==> src/rtl/dram_rasref_pkg.sv <==
package dram_rasref_pkg;
  typedef enum logic [2:0] {
    ST_IDLE = 3'd0,
    ST_ROW  = 3'd1,
    ST_COL  = 3'd2,
    ST_PRE  = 3'd3,
    ST_REF  = 3'd4
  } seq_state_t;

  function automatic int max2(input int a, input int b);
    return (a > b) ? a : b;
  endfunction
endpackage

==> src/rtl/dram_refresh_timer.sv <==
module dram_refresh_timer #(
  parameter int REF_INTERVAL = 1000,
  parameter int ROW_BITS     = 11
) (
  input  logic                clk,
  input  logic                rst_n,
  input  logic                ref_take,
  input  logic                ref_done,
  output logic                ref_pend,
  output logic [ROW_BITS-1:0] ref_row
);
  localparam int IW = (REF_INTERVAL > 1) ? $clog2(REF_INTERVAL) : 1;

  logic [IW-1:0] tick_cnt;
  logic          tick_wrap;

  assign tick_wrap = (tick_cnt == IW'(REF_INTERVAL - 1));

  always_ff @(posedge clk) begin
    if (!rst_n) begin
      tick_cnt <= '0;
      ref_pend <= 1'b0;
      ref_row  <= '0;
    end else begin
      tick_cnt <= tick_wrap ? '0 : tick_cnt + 1'b1;
      if (tick_wrap)
        ref_pend <= 1'b1;
      else if (ref_take)
        ref_pend <= 1'b0;
      if (ref_done)
        ref_row <= ref_row + 1'b1;
    end
  end

  AST_ROW_STEP: assert property (@(posedge clk) disable iff (!rst_n)
    ref_done |=> (ref_row == $past(ref_row) + 1'b1));
  AST_PEND_HOLD: assert property (@(posedge clk) disable iff (!rst_n)
    (ref_pend && !ref_take) |=> ref_pend);
endmodule

==> src/rtl/dram_access_seq.sv <==
module dram_access_seq
  import dram_rasref_pkg::*;
#(
  parameter int ADDR_W    = 22,
  parameter int DATA_W    = 4,
  parameter int T_RCD     = 2,
  parameter int CAS_LAT   = 2,
  parameter int T_PRE     = 2,
  parameter int T_RAS_REF = 3
) (
  input  logic              clk,
  input  logic              rst_n,
  input  logic              req_valid,
  input  logic              req_write,
  input  logic [ADDR_W-1:0] req_addr,
  input  logic [DATA_W-1:0] req_wdata,
  output logic              req_ready,
  input  logic              ref_pend,
  output logic              ref_take,
  output logic              ref_done,
  input  logic [DATA_W-1:0] mem_dq_in,
  output seq_state_t        state,
  output logic [ADDR_W-1:0] lat_addr,
  output logic [DATA_W-1:0] lat_wdata,
  output logic              lat_write,
  output logic              rsp_valid,
  output logic [DATA_W-1:0] rsp_rdata
);
  localparam int TMAX = max2(max2(T_RCD, CAS_LAT), max2(T_PRE, T_RAS_REF));
  localparam int CW   = $clog2(TMAX + 1);

  logic [CW-1:0] cnt;
  logic          cnt_zero;
  logic          acc_accept;
  logic          col_last;

  function automatic logic [CW-1:0] load_of(input int cycles);
    return CW'(cycles - 1);
  endfunction

  assign cnt_zero   = (cnt == '0);
  assign req_ready  = (state == ST_IDLE) && !ref_pend;
  assign ref_take   = (state == ST_IDLE) && ref_pend;
  assign ref_done   = (state == ST_REF) && cnt_zero;
  assign acc_accept = req_valid && req_ready;
  assign col_last   = (state == ST_COL) && cnt_zero;

  always_ff @(posedge clk) begin
    if (!rst_n) begin
      state     <= ST_IDLE;
      cnt       <= '0;
      lat_addr  <= '0;
      lat_wdata <= '0;
      lat_write <= 1'b0;
      rsp_valid <= 1'b0;
      rsp_rdata <= '0;
    end else begin
      rsp_valid <= 1'b0;
      unique case (state)
        ST_IDLE: begin
          if (ref_take) begin
            state <= ST_REF;
            cnt   <= load_of(T_RAS_REF);
          end else if (acc_accept) begin
            state     <= ST_ROW;
            cnt       <= load_of(T_RCD);
            lat_addr  <= req_addr;
            lat_wdata <= req_wdata;
            lat_write <= req_write;
          end
        end
        ST_ROW: begin
          if (cnt_zero) begin
            state <= ST_COL;
            cnt   <= load_of(CAS_LAT);
          end else cnt <= cnt - 1'b1;
        end
        ST_COL: begin
          if (col_last) begin
            if (!lat_write) begin
              rsp_valid <= 1'b1;
              rsp_rdata <= mem_dq_in;
            end
            state <= ST_PRE;
            cnt   <= load_of(T_PRE);
          end else cnt <= cnt - 1'b1;
        end
        ST_PRE: begin
          if (cnt_zero) state <= ST_IDLE;
          else cnt <= cnt - 1'b1;
        end
        ST_REF: begin
          if (cnt_zero) begin
            state <= ST_PRE;
            cnt   <= load_of(T_PRE);
          end else cnt <= cnt - 1'b1;
        end
        default: state <= ST_IDLE;
      endcase
    end
  end

  AST_RSP_AFTER_READ: assert property (@(posedge clk) disable iff (!rst_n)
    rsp_valid |-> ($past(state) == ST_COL && !lat_write));
  AST_REF_BEFORE_HOST: assert property (@(posedge clk) disable iff (!rst_n)
    (state == ST_IDLE && ref_pend) |=> (state == ST_REF));
  AST_NO_ACCEPT_PENDING: assert property (@(posedge clk) disable iff (!rst_n)
    (ref_pend && state == ST_IDLE) |=> (state != ST_ROW));
endmodule

==> src/rtl/dram_pin_drive.sv <==
module dram_pin_drive
  import dram_rasref_pkg::*;
#(
  parameter int ROW_BITS = 11,
  parameter int COL_BITS = 11,
  parameter int DATA_W   = 4,
  parameter int T_PRE    = 2
) (
  input  logic                         clk,
  input  logic                         rst_n,
  input  seq_state_t                   state,
  input  logic [ROW_BITS+COL_BITS-1:0] lat_addr,
  input  logic [DATA_W-1:0]            lat_wdata,
  input  logic                         lat_write,
  input  logic [ROW_BITS-1:0]          ref_row,
  output logic [max2(ROW_BITS,COL_BITS)-1:0] mem_addr,
  output logic                         mem_row_stb_n,
  output logic                         mem_col_stb_n,
  output logic                         mem_wr_n,
  output logic                         mem_rd_n,
  output logic                         mem_sel_n,
  output logic [DATA_W-1:0]            mem_dq_out,
  output logic                         mem_dq_oe
);
  localparam int ADDR_W = ROW_BITS + COL_BITS;
  localparam int MUX_W  = max2(ROW_BITS, COL_BITS);
  localparam int GW     = $clog2(T_PRE + 2);

  function automatic logic [MUX_W-1:0] row_field(input logic [ADDR_W-1:0] a);
    return MUX_W'(a[ADDR_W-1:COL_BITS]);
  endfunction

  function automatic logic [MUX_W-1:0] col_field(input logic [ADDR_W-1:0] a);
    return MUX_W'(a[COL_BITS-1:0]);
  endfunction

  always_comb begin
    mem_addr      = '0;
    mem_row_stb_n = 1'b1;
    mem_col_stb_n = 1'b1;
    mem_wr_n      = 1'b1;
    mem_rd_n      = 1'b1;
    mem_sel_n     = 1'b1;
    mem_dq_out    = '0;
    mem_dq_oe     = 1'b0;
    unique case (state)
      ST_ROW: begin
        mem_addr      = row_field(lat_addr);
        mem_row_stb_n = 1'b0;
        mem_sel_n     = 1'b0;
      end
      ST_COL: begin
        mem_addr      = col_field(lat_addr);
        mem_row_stb_n = 1'b0;
        mem_col_stb_n = 1'b0;
        mem_sel_n     = 1'b0;
        if (lat_write) begin
          mem_wr_n   = 1'b0;
          mem_dq_out = lat_wdata;
          mem_dq_oe  = 1'b1;
        end else begin
          mem_rd_n = 1'b0;
        end
      end
      ST_REF: begin
        mem_addr      = MUX_W'(ref_row);
        mem_row_stb_n = 1'b0;
      end
      default: ;
    endcase
  end

  logic [GW-1:0] gap_cnt;
  logic          seen_pulse;
  logic          both_high;

  assign both_high = mem_row_stb_n && mem_col_stb_n;

  always_ff @(posedge clk) begin
    if (!rst_n) begin
      gap_cnt    <= '0;
      seen_pulse <= 1'b0;
    end else begin
      if (!mem_row_stb_n) begin
        gap_cnt    <= '0;
        seen_pulse <= 1'b1;
      end else if (both_high && gap_cnt != GW'(T_PRE + 1)) begin
        gap_cnt <= gap_cnt + 1'b1;
      end
    end
  end

  AST_PRECHARGE_GAP: assert property (@(posedge clk) disable iff (!rst_n)
    (seen_pulse && mem_row_stb_n && state == ST_IDLE) |=> (mem_row_stb_n || gap_cnt >= GW'(T_PRE)));
  AST_COL_NEEDS_ROW: assert property (@(posedge clk) disable iff (!rst_n)
    !mem_col_stb_n |-> !mem_row_stb_n);
  AST_REF_ROW_ONLY: assert property (@(posedge clk) disable iff (!rst_n)
    (!mem_row_stb_n && mem_sel_n) |-> (mem_col_stb_n && !mem_dq_oe && mem_wr_n && mem_rd_n));
  AST_WR_IN_COL: assert property (@(posedge clk) disable iff (!rst_n)
    !mem_wr_n |-> (mem_dq_oe && !mem_col_stb_n && mem_rd_n));
endmodule

==> src/rtl/dram_rasref_ctrl.sv <==
module dram_rasref_ctrl
  import dram_rasref_pkg::*;
#(
  parameter int ROW_BITS     = 11,
  parameter int COL_BITS     = 11,
  parameter int DATA_W       = 4,
  parameter int REF_INTERVAL = 1000,
  parameter int T_RCD        = 2,
  parameter int CAS_LAT      = 2,
  parameter int T_PRE        = 2,
  parameter int T_RAS_REF    = 3,
  localparam int ADDR_W      = ROW_BITS + COL_BITS,
  localparam int MUX_W       = max2(ROW_BITS, COL_BITS)
) (
  input  logic              clk,
  input  logic              rst_n,
  input  logic              req_valid,
  output logic              req_ready,
  input  logic              req_write,
  input  logic [ADDR_W-1:0] req_addr,
  input  logic [DATA_W-1:0] req_wdata,
  output logic              rsp_valid,
  output logic [DATA_W-1:0] rsp_rdata,
  output logic [MUX_W-1:0]  mem_addr,
  output logic              mem_row_stb_n,
  output logic              mem_col_stb_n,
  output logic              mem_wr_n,
  output logic              mem_rd_n,
  output logic              mem_sel_n,
  output logic [DATA_W-1:0] mem_dq_out,
  output logic              mem_dq_oe,
  input  logic [DATA_W-1:0] mem_dq_in
);
  seq_state_t          state;
  logic                ref_pend;
  logic                ref_take;
  logic                ref_done;
  logic [ROW_BITS-1:0] ref_row;
  logic [ADDR_W-1:0]   lat_addr;
  logic [DATA_W-1:0]   lat_wdata;
  logic                lat_write;
  logic                refresh_on_pins;

  dram_refresh_timer #(
    .REF_INTERVAL(REF_INTERVAL),
    .ROW_BITS    (ROW_BITS)
  ) u_timer (
    .clk     (clk),
    .rst_n   (rst_n),
    .ref_take(ref_take),
    .ref_done(ref_done),
    .ref_pend(ref_pend),
    .ref_row (ref_row)
  );

  dram_access_seq #(
    .ADDR_W   (ADDR_W),
    .DATA_W   (DATA_W),
    .T_RCD    (T_RCD),
    .CAS_LAT  (CAS_LAT),
    .T_PRE    (T_PRE),
    .T_RAS_REF(T_RAS_REF)
  ) u_seq (
    .clk      (clk),
    .rst_n    (rst_n),
    .req_valid(req_valid),
    .req_write(req_write),
    .req_addr (req_addr),
    .req_wdata(req_wdata),
    .req_ready(req_ready),
    .ref_pend (ref_pend),
    .ref_take (ref_take),
    .ref_done (ref_done),
    .mem_dq_in(mem_dq_in),
    .state    (state),
    .lat_addr (lat_addr),
    .lat_wdata(lat_wdata),
    .lat_write(lat_write),
    .rsp_valid(rsp_valid),
    .rsp_rdata(rsp_rdata)
  );

  dram_pin_drive #(
    .ROW_BITS(ROW_BITS),
    .COL_BITS(COL_BITS),
    .DATA_W  (DATA_W),
    .T_PRE   (T_PRE)
  ) u_pins (
    .clk          (clk),
    .rst_n        (rst_n),
    .state        (state),
    .lat_addr     (lat_addr),
    .lat_wdata    (lat_wdata),
    .lat_write    (lat_write),
    .ref_row      (ref_row),
    .mem_addr     (mem_addr),
    .mem_row_stb_n(mem_row_stb_n),
    .mem_col_stb_n(mem_col_stb_n),
    .mem_wr_n     (mem_wr_n),
    .mem_rd_n     (mem_rd_n),
    .mem_sel_n    (mem_sel_n),
    .mem_dq_out   (mem_dq_out),
    .mem_dq_oe    (mem_dq_oe)
  );

  assign refresh_on_pins = !mem_row_stb_n && mem_sel_n;

  AST_READY_LOW_IN_REF: assert property (@(posedge clk) disable iff (!rst_n)
    refresh_on_pins |-> !req_ready);
  AST_RSP_ONE_CYCLE: assert property (@(posedge clk) disable iff (!rst_n)
    rsp_valid |=> !rsp_valid);
endmodule

==> config.mk <==
export PLATFORM = sky130hd
export DESIGN_NAME = dram_rasref_ctrl
export DESIGN_NICKNAME = d
export VERILOG_FILES = /design/src/rtl/dram_rasref_pkg.sv /design/src/rtl/dram_refresh_timer.sv /design/src/rtl/dram_access_seq.sv /design/src/rtl/dram_pin_drive.sv /design/src/rtl/dram_rasref_ctrl.sv
export SDC_FILE = /design/constraint.sdc
export NUM_CORES = 1
export LEC_CHECK = 0
export ABC_AREA = 1
export BUFFER_PORTS_ARGS = -buffer_cell sky130_fd_sc_hd__buf_2
export CORE_ASPECT_RATIO = 0.7
export CORE_MARGIN = 4
export CORE_UTILIZATION = 47
export CTS_CLUSTER_SIZE = 25
export DETAILED_ROUTE_END_ITERATION = 8
export MAX_ROUTING_LAYER = met4
export PLACE_DENSITY = 0.74
export RECOVER_POWER = 50
export SLEW_MARGIN = 10
export SYNTH_ARGS = -nofsm -noshare
export SYNTH_HDL_FRONTEND = slang
export SYNTH_SLANG_ARGS = --single-unit
==> constraint.sdc <==
create_clock -name clk -period 1.3 [get_ports clk]
set_input_delay 0.065 -clock clk [delete_from_list [all_inputs] [get_ports clk]]
set_output_delay 0.065 -clock clk [all_outputs]
set_load 0.01 [all_outputs]
==> impl_metrics.yaml, run 1 <==
worst_setup_path:
  slowest_delay_ns: 0.38
  path_cells: "nor2_4 -> nand2_4 -> buf_6 -> buf_6 -> nor2_4 -> nand2_2 -> nor2_4 -> nand2_1 -> nand2_1 -> inv_1 -> nor2_1"
  critPathKind: "flop to flop"
  crit_fanout: 4
  critPathRequiredTime_ns: 1.58
  crit_path_frequent_cell: "nor2_4"
  cp-end-kind: "flop"
  cp.arrival_ns: 1.93
  startpoint_type: "flop"
  cp_slowest_cell: "dfxtp_4"
route:
  vias: 3641
  detail_route.vias_per_cell: 6.13
  highest_layer: "met4"
  wl_met2_um: 5960
  ant_nets: 0
  dr.first_iter.drc_count: 479
  first_pass_iters: 6
  met3_length_um: 1390
  drt_wl_total_um: 13100
  drc: 0
  wl_met1_um: 4870
  wire_per_inst_um: 22.1
global_route:
  antenna_found_initial: 0
  grt_max_degree: 36
  grt_use_total_pct: 26.0
  grt_overflow_total: 0
  grt_first_pass_wirelength_um: 14300
  first_global_vias: 3029
yosys:
  syn_nets: 412
  yosysTopAreaCellShare_pct: 43.3
  ys_types: 30
  ys_seq_area_share_pct: 43.3
  syn_area_um2: 2730
  yosys.area.top_type: "dfxtp_1"
  syn_avg_cell_area_um2: 7.29
  synth_area_leaders: "dfxtp_1 (43%), nand2_1 (8.7%), inv_1 (8.4%), a21oi_1 (8.3%), o21ai_0 (6.8%)"
  synthCells: 374
  synth_ff_type: "dfxtp_1"
  async_flop_share_pct: 0
  yosys_warnings: 0
  synth_edf_count: 0
  synth.most_common_cell: "nand2_1"
  synth_commonest_cells: "nand2_1 (63), inv_1 (61), dfxtp_1 (59), a21oi_1 (45), o21ai_0 (37)"
  ys_ff_latch: 59
sta:
  hold_viol: 1
  fin_crit_sh_pct: 127
  worst_pin_slew_ns: 0.542
  setup_violations: 73
  grt_setup_unrepaired: "yes"
  fin_skew_ns: 0.0102
  drv_slew: 0
  setup_ws_ns: -0.353
  relSlewSlack_pct: 63.8
  holdWs_ns: -0.00962
  fmax_mhz: 605
  period_minus_slack_ns: 1.65
power:
  power_leakage_nw: 2.00
  peakVddDrop_uv: 1340
  p_per_area_nw_per_um2: 1790
  total_power_w: 0.00850
finish:
  antenna_cells: 0
  utilization_pct: 87.7
  synthToLayoutAreaGrowth_pct: 74.4
  num-nets-final: 555
  drive_gt1_share_pct: 47.1
  stdcell_count: 594
run:
  max_cap_viol_count: 0
floorplan:
  row_count: 22
  dieArea_um2: 7100
  fp.dieH_um: 71.7
  io-pin-count: 61
  initial_utilization_pct: 50.3
  core-area_um2: 5420
  die_w_um: 99.0
status:
  violations: "negative hold slack, negative setup slack"
  status: "finished with violations"
clock_network:
  cts.sinks: 59
  htreeDepth: 3
  clockBufferDepth: 2
  cts_tree: "done"
  numCtsBuffers: 9
  clkLatencyLatePin_ns: 0.36
  clk_pin_slew_ns: 0.08
  root_buffer: "clkbuf_8"
placement:
  gp_congestion: 0.932
  place_hpwl_um: 5200
  portBuffers: 60
  placedCellCount: 530
hold_path:
  hold_class: "input pin to flop"
state kept, by name, summed over array words and instances (netlist names):
signal / cells
u_seq.state: 3
u_timer.tick_cnt: 10
u_seq.lat_write: 1
u_seq.rsp_rdata: 4
u_seq.lat_addr: 22
u_timer.ref_pend: 1
u_timer.ref_row: 11
u_seq.rsp_valid: 1
u_seq.lat_wdata: 4
u_seq.cnt: 2
metal layers:
layer,vias up,track usage [%]
li1,1509,-
met1,1698,30.0
met2,328,42.9
met3,106,7.59
met4,0,10.3
met5,-,-
worst max-delay path: cells and delay by family (launching register included):
family                 cells  cell delay, ns
buffers and inverters      3            0.30
DFF                        1            0.38
and+or+nand+nor            8            0.89
path summary, 6_finish.rpt:
path                            start                   to  slack (ns)  depth (start not counted)
setup / recovery       u_seq.state[0]   u_timer.ref_row[7]       -0.35                         11
hold / removal           req_addr[16]   u_seq.lat_addr[16]       -0.01                          3
setup reg to reg       u_seq.state[0]   u_timer.ref_row[7]       -0.35                         11
hold reg to reg   u_timer.tick_cnt[0]  u_timer.tick_cnt[0]        0.45                          1
area by class of cell:
class	instances	area, um^2
Tap cell	72	90.1
Clock buffer	12	165
Multi-Input combinational cell	240	1780
Timing Repair Buffer	145	1240
Clock inverter	4	47.5
Fill cell	227	669
Sequential cell	59	1200
Inverter	62	238
cell families (layout without fill, tap and decap cells):
group                      count (synthesis)  in the layout  synth area share [%]
xor gates and xnor gates                   3              3                 0.964
buffers and inverters                     76            223                  11.7
DFF                                       59             59                  43.3
adders and majority gates                  4              4                  1.84
and+or+nand+nor                          135            136                  22.5
AOI/OAI and AO/OA                         97             97                  19.7
layout by cell type, fill, tap and decap left out, types with 5 or more instances in the layout:
cell type and instances:
nor2_1 21, o221ai_2 7, inv_1 54, nand3_1 12
inv_2 6, nand2_1 53, nor2_4 8, o21ai_2 22
dfxtp_2 5, o21ai_4 6, dfxtp_1 51, a21oi_1 31
buf_4 33, a21oi_2 14, nand2_2 6, nor2_2 10
o21ai_1 5, buf_6 29, nand4_1 5, buf_2 47
clkbuf_8 12, clkbuf_1 5, dlygate4sd3_1 23, nand2_4 6
where the power goes:
part,switching [W],internal (W),total [W]
Combinational,0.00239,0.00195,0.00434
Clock,0.000801,0.00104,0.00184
Sequential,0.000198,0.00213,0.00233
timing repair:
action,4_1_cts,5_1_grt
gates resized for setup,84,117
pin swaps,16,17
setup endpoints to repair,44,79
gates cloned,0,8
endpoints found under the hold margin,21,2
buffers inserted,15,3
hold buffers,21,2
metrics by stage:
stage | setup TNS (ns) | hold WS, ns | instance area (um^2) | worst slack (ns)
detailed placement | -0.946 | 0.347 | 3340 | -0.106
floorplan | -0.184 | 0.224 | 2740 | -0.0293
finish | -13.73 | -0.00962 | 4750 | -0.353
global placement | -0.136 | 0.338 | 3340 | -0.0516
CTS | -4.57 | 0.00138 | 4100 | -0.258
global route | -16.67 | 0.0101 | 4750 | -0.374
No activity file was read; power rests on OpenSTA's default activity.
==> run 2, diff against run 1 <==
PLACE_DENSITY = 0.79   (was 0.74)
==> run 2 against run 1 <==
  * The run ends with design-rule violations, negative hold slack, negative setup slack left
  * Sequential share of layout area grew 0.39 points
  * Register-to-register slack lost 0.08 ns
  * Critical endpoint unchanged
  * Critical path depth is the same
  * Hold slack better by 0.0023 ns
  * Die area stayed put
  * Final area decreased by 0.79%
  * Routed wire length is 3.2% higher
  * Sequential power is essentially flat
  * Cell count increased by 0.34%
  * Maximum frequency down 4.5%
  * First-iteration DRC count fell by 18%
==> impl_metrics.yaml, run 2 (synthesis gave the netlist of run 1 again) <==
floorplan:
  row_count: 22
  dieArea_um2: 7100
  initial_utilization_pct: 50.3
  io-pin-count: 61
  die_w_um: 99.0
  fp.dieH_um: 71.7
  core-area_um2: 5420
power:
  peakVddDrop_uv: 1340
  power_leakage_nw: 1.98
  p_per_area_nw_per_um2: 1820
finish:
  largest-register: "u_seq.lat_addr"
  fillers: 238
  synthToLayoutAreaGrowth_pct: 73.0
  final_cell_mix: "inv_1 (54), buf_2 (50), dfxtp_1 (50), nand2_1 (49), buf_4 (31)"
  biggestRegsByFlops: "u_seq.lat_addr: 22 flops, u_timer.ref_row: 11 flops, u_timer.tick_cnt: 10 flops"
  num-nets-final: 557
  final_common_cell: "inv_1"
  stdcell_count: 596
  largest_reg_flops: 22
  drive_gt1_share_pct: 47.7
  antenna_cells: 0
worst_setup_path:
  cp.arrival_ns: 2.01
  path_cells: "nor2_4 -> nand2_4 -> buf_6 -> buf_6 -> nor2_4 -> nand2_4 -> nor2_4 -> nand2_1 -> nand2_1 -> inv_1 -> nor2_1"
  crit_path_frequent_cell: "nor2_4"
  cp_slowest_cell: "dfxtp_4"
  crit_fanout: 4
  cp-end-kind: "flop"
  slowest_delay_ns: 0.39
  startpoint_type: "flop"
  path_buf_inv: 3
  critPathKind: "flop to flop"
  cpLargestDelayFamily: "simple AND/OR/NAND/NOR gates"
  critPathRequiredTime_ns: 1.58
sta:
  fmax_mhz: 578
  holdWs_ns: -0.00734
  setup_violations: 80
  period_minus_slack_ns: 1.73
  setup_ws_ns: -0.431
  worst_pin_slew_ns: 0.781
  tns_ns: -15.71
  hold_viol: 2
  relSlewSlack_pct: 48.0
  drv_slew: 0
  fin_skew_ns: 0.0247
  fin_crit_sh_pct: 133
  grt_setup_unrepaired: "yes"
clock_network:
  root_buffer: "clkbuf_8"
  clockBufferDepth: 2
  htreeDepth: 3
  cts_tree: "done"
  cts.sinks: 59
  clkLatencyLatePin_ns: 0.38
  clk_pin_slew_ns: 0.09
  numCtsBuffers: 9
route:
  drt_wl_total_um: 13600
  drc: 1
  wire_per_inst_um: 22.8
  ant_nets: 0
  dr.first_iter.drc_count: 392
  detail_route.vias_per_cell: 6.28
  first_pass_iters: 9
  vias: 3741
run:
  max_cap_viol_count: 0
global_route:
  first_global_vias: 3406
  antenna_found_initial: 0
  grt_first_pass_wirelength_um: 16900
  grt_use_total_pct: 31.2
  grt_max_degree: 28
  grt_overflow_total: 0
placement:
  gp_congestion: 0.933
  placedCellCount: 531
  portBuffers: 60
  place_hpwl_um: 5030
hold_path:
  hold_class: "input pin to flop"
status:
  violations: "design-rule violations, negative hold slack, negative setup slack"
  status: "finished with violations"
==> run 2: through the flow <==
stage,total power (W),hold slack (ns),cell area [um^2],setup slack (ns),utilization [%]
6_report,0.00858,-0.00734,4720,-0.431,87.0
3_5_place_dp,0.00444,0.339,3330,-0.103,61.4
2_1_floorplan,0.00364,0.224,2740,-0.0293,-
5_1_grt,0.00881,-0.00746,4720,-0.488,87.0
4_1_cts,0.00763,0.000398,4350,-0.261,80.3
3_3_place_gp,0.00438,0.335,3330,-0.0957,61.4
==> run 2: path summary, 6_finish.rpt <==
path | endpoint | cells past startpoint | slack (ns) | startpoint
setup / recovery | u_timer.ref_row[7] | 11 | -0.43 | u_seq.state[0]
hold / removal | u_seq.rsp_rdata[3] | 3 | -0.007 | mem_dq_in[3]
setup reg to reg | u_timer.ref_row[7] | 11 | -0.43 | u_seq.state[0]
hold reg to reg | u_seq.rsp_rdata[3] | 2 | 0.46 | u_seq.rsp_rdata[3]
==> run 2: layout make-up <==
cell class | instances | area, um^2 | area share, %
timing repair buffer | 142 | 1110 | 23.6
inverter | 62 | 243 | 5.15
sequential | 59 | 1210 | 25.6
tap | 72 | 90.1 | 1.91
multi-input combinational | 245 | 1840 | 39.0
clock inverter | 7 | 101 | 2.15
clock buffer | 9 | 124 | 2.63
==> run 2: layer usage <==
metal  part of all wire, %  global-route usage, %
met5                     0                      -
met3                    13                   11.2
met2                    45                   51.3
met1                    34                   34.1
met4                   7.9                   14.4
==> run 2: worst register-to-register path: stages (launching register included) <==
cell,delay (ns)
dfxtp_4,0.39
nor2_4,0.12
nand2_4,0.08
buf_6,0.13
buf_6,0.11
nor2_4,0.18
nand2_4,0.11
nor2_4,0.15
nand2_1,0.09
nand2_1,0.08
inv_1,0.06
nor2_1,0.14
==> run 2: power by group <==
part / switching (W) / total [W] / internal (W)
clock: 0.000889 / 0.00198 / 0.00109
combinational: 0.00249 / 0.00425 / 0.00176
sequential: 0.000216 / 0.00235 / 0.00213
total: 0.00360 / 0.00858 / 0.00498
==> run 2: what timing repair did <==
item,CTS,global route
gates cloned,6,0
gates resized for setup,118,90
hold buffers,28,1
setup endpoints to repair,57,79
setup buffers,10,4
pin swaps,21,29
hold endpoints to repair,28,1
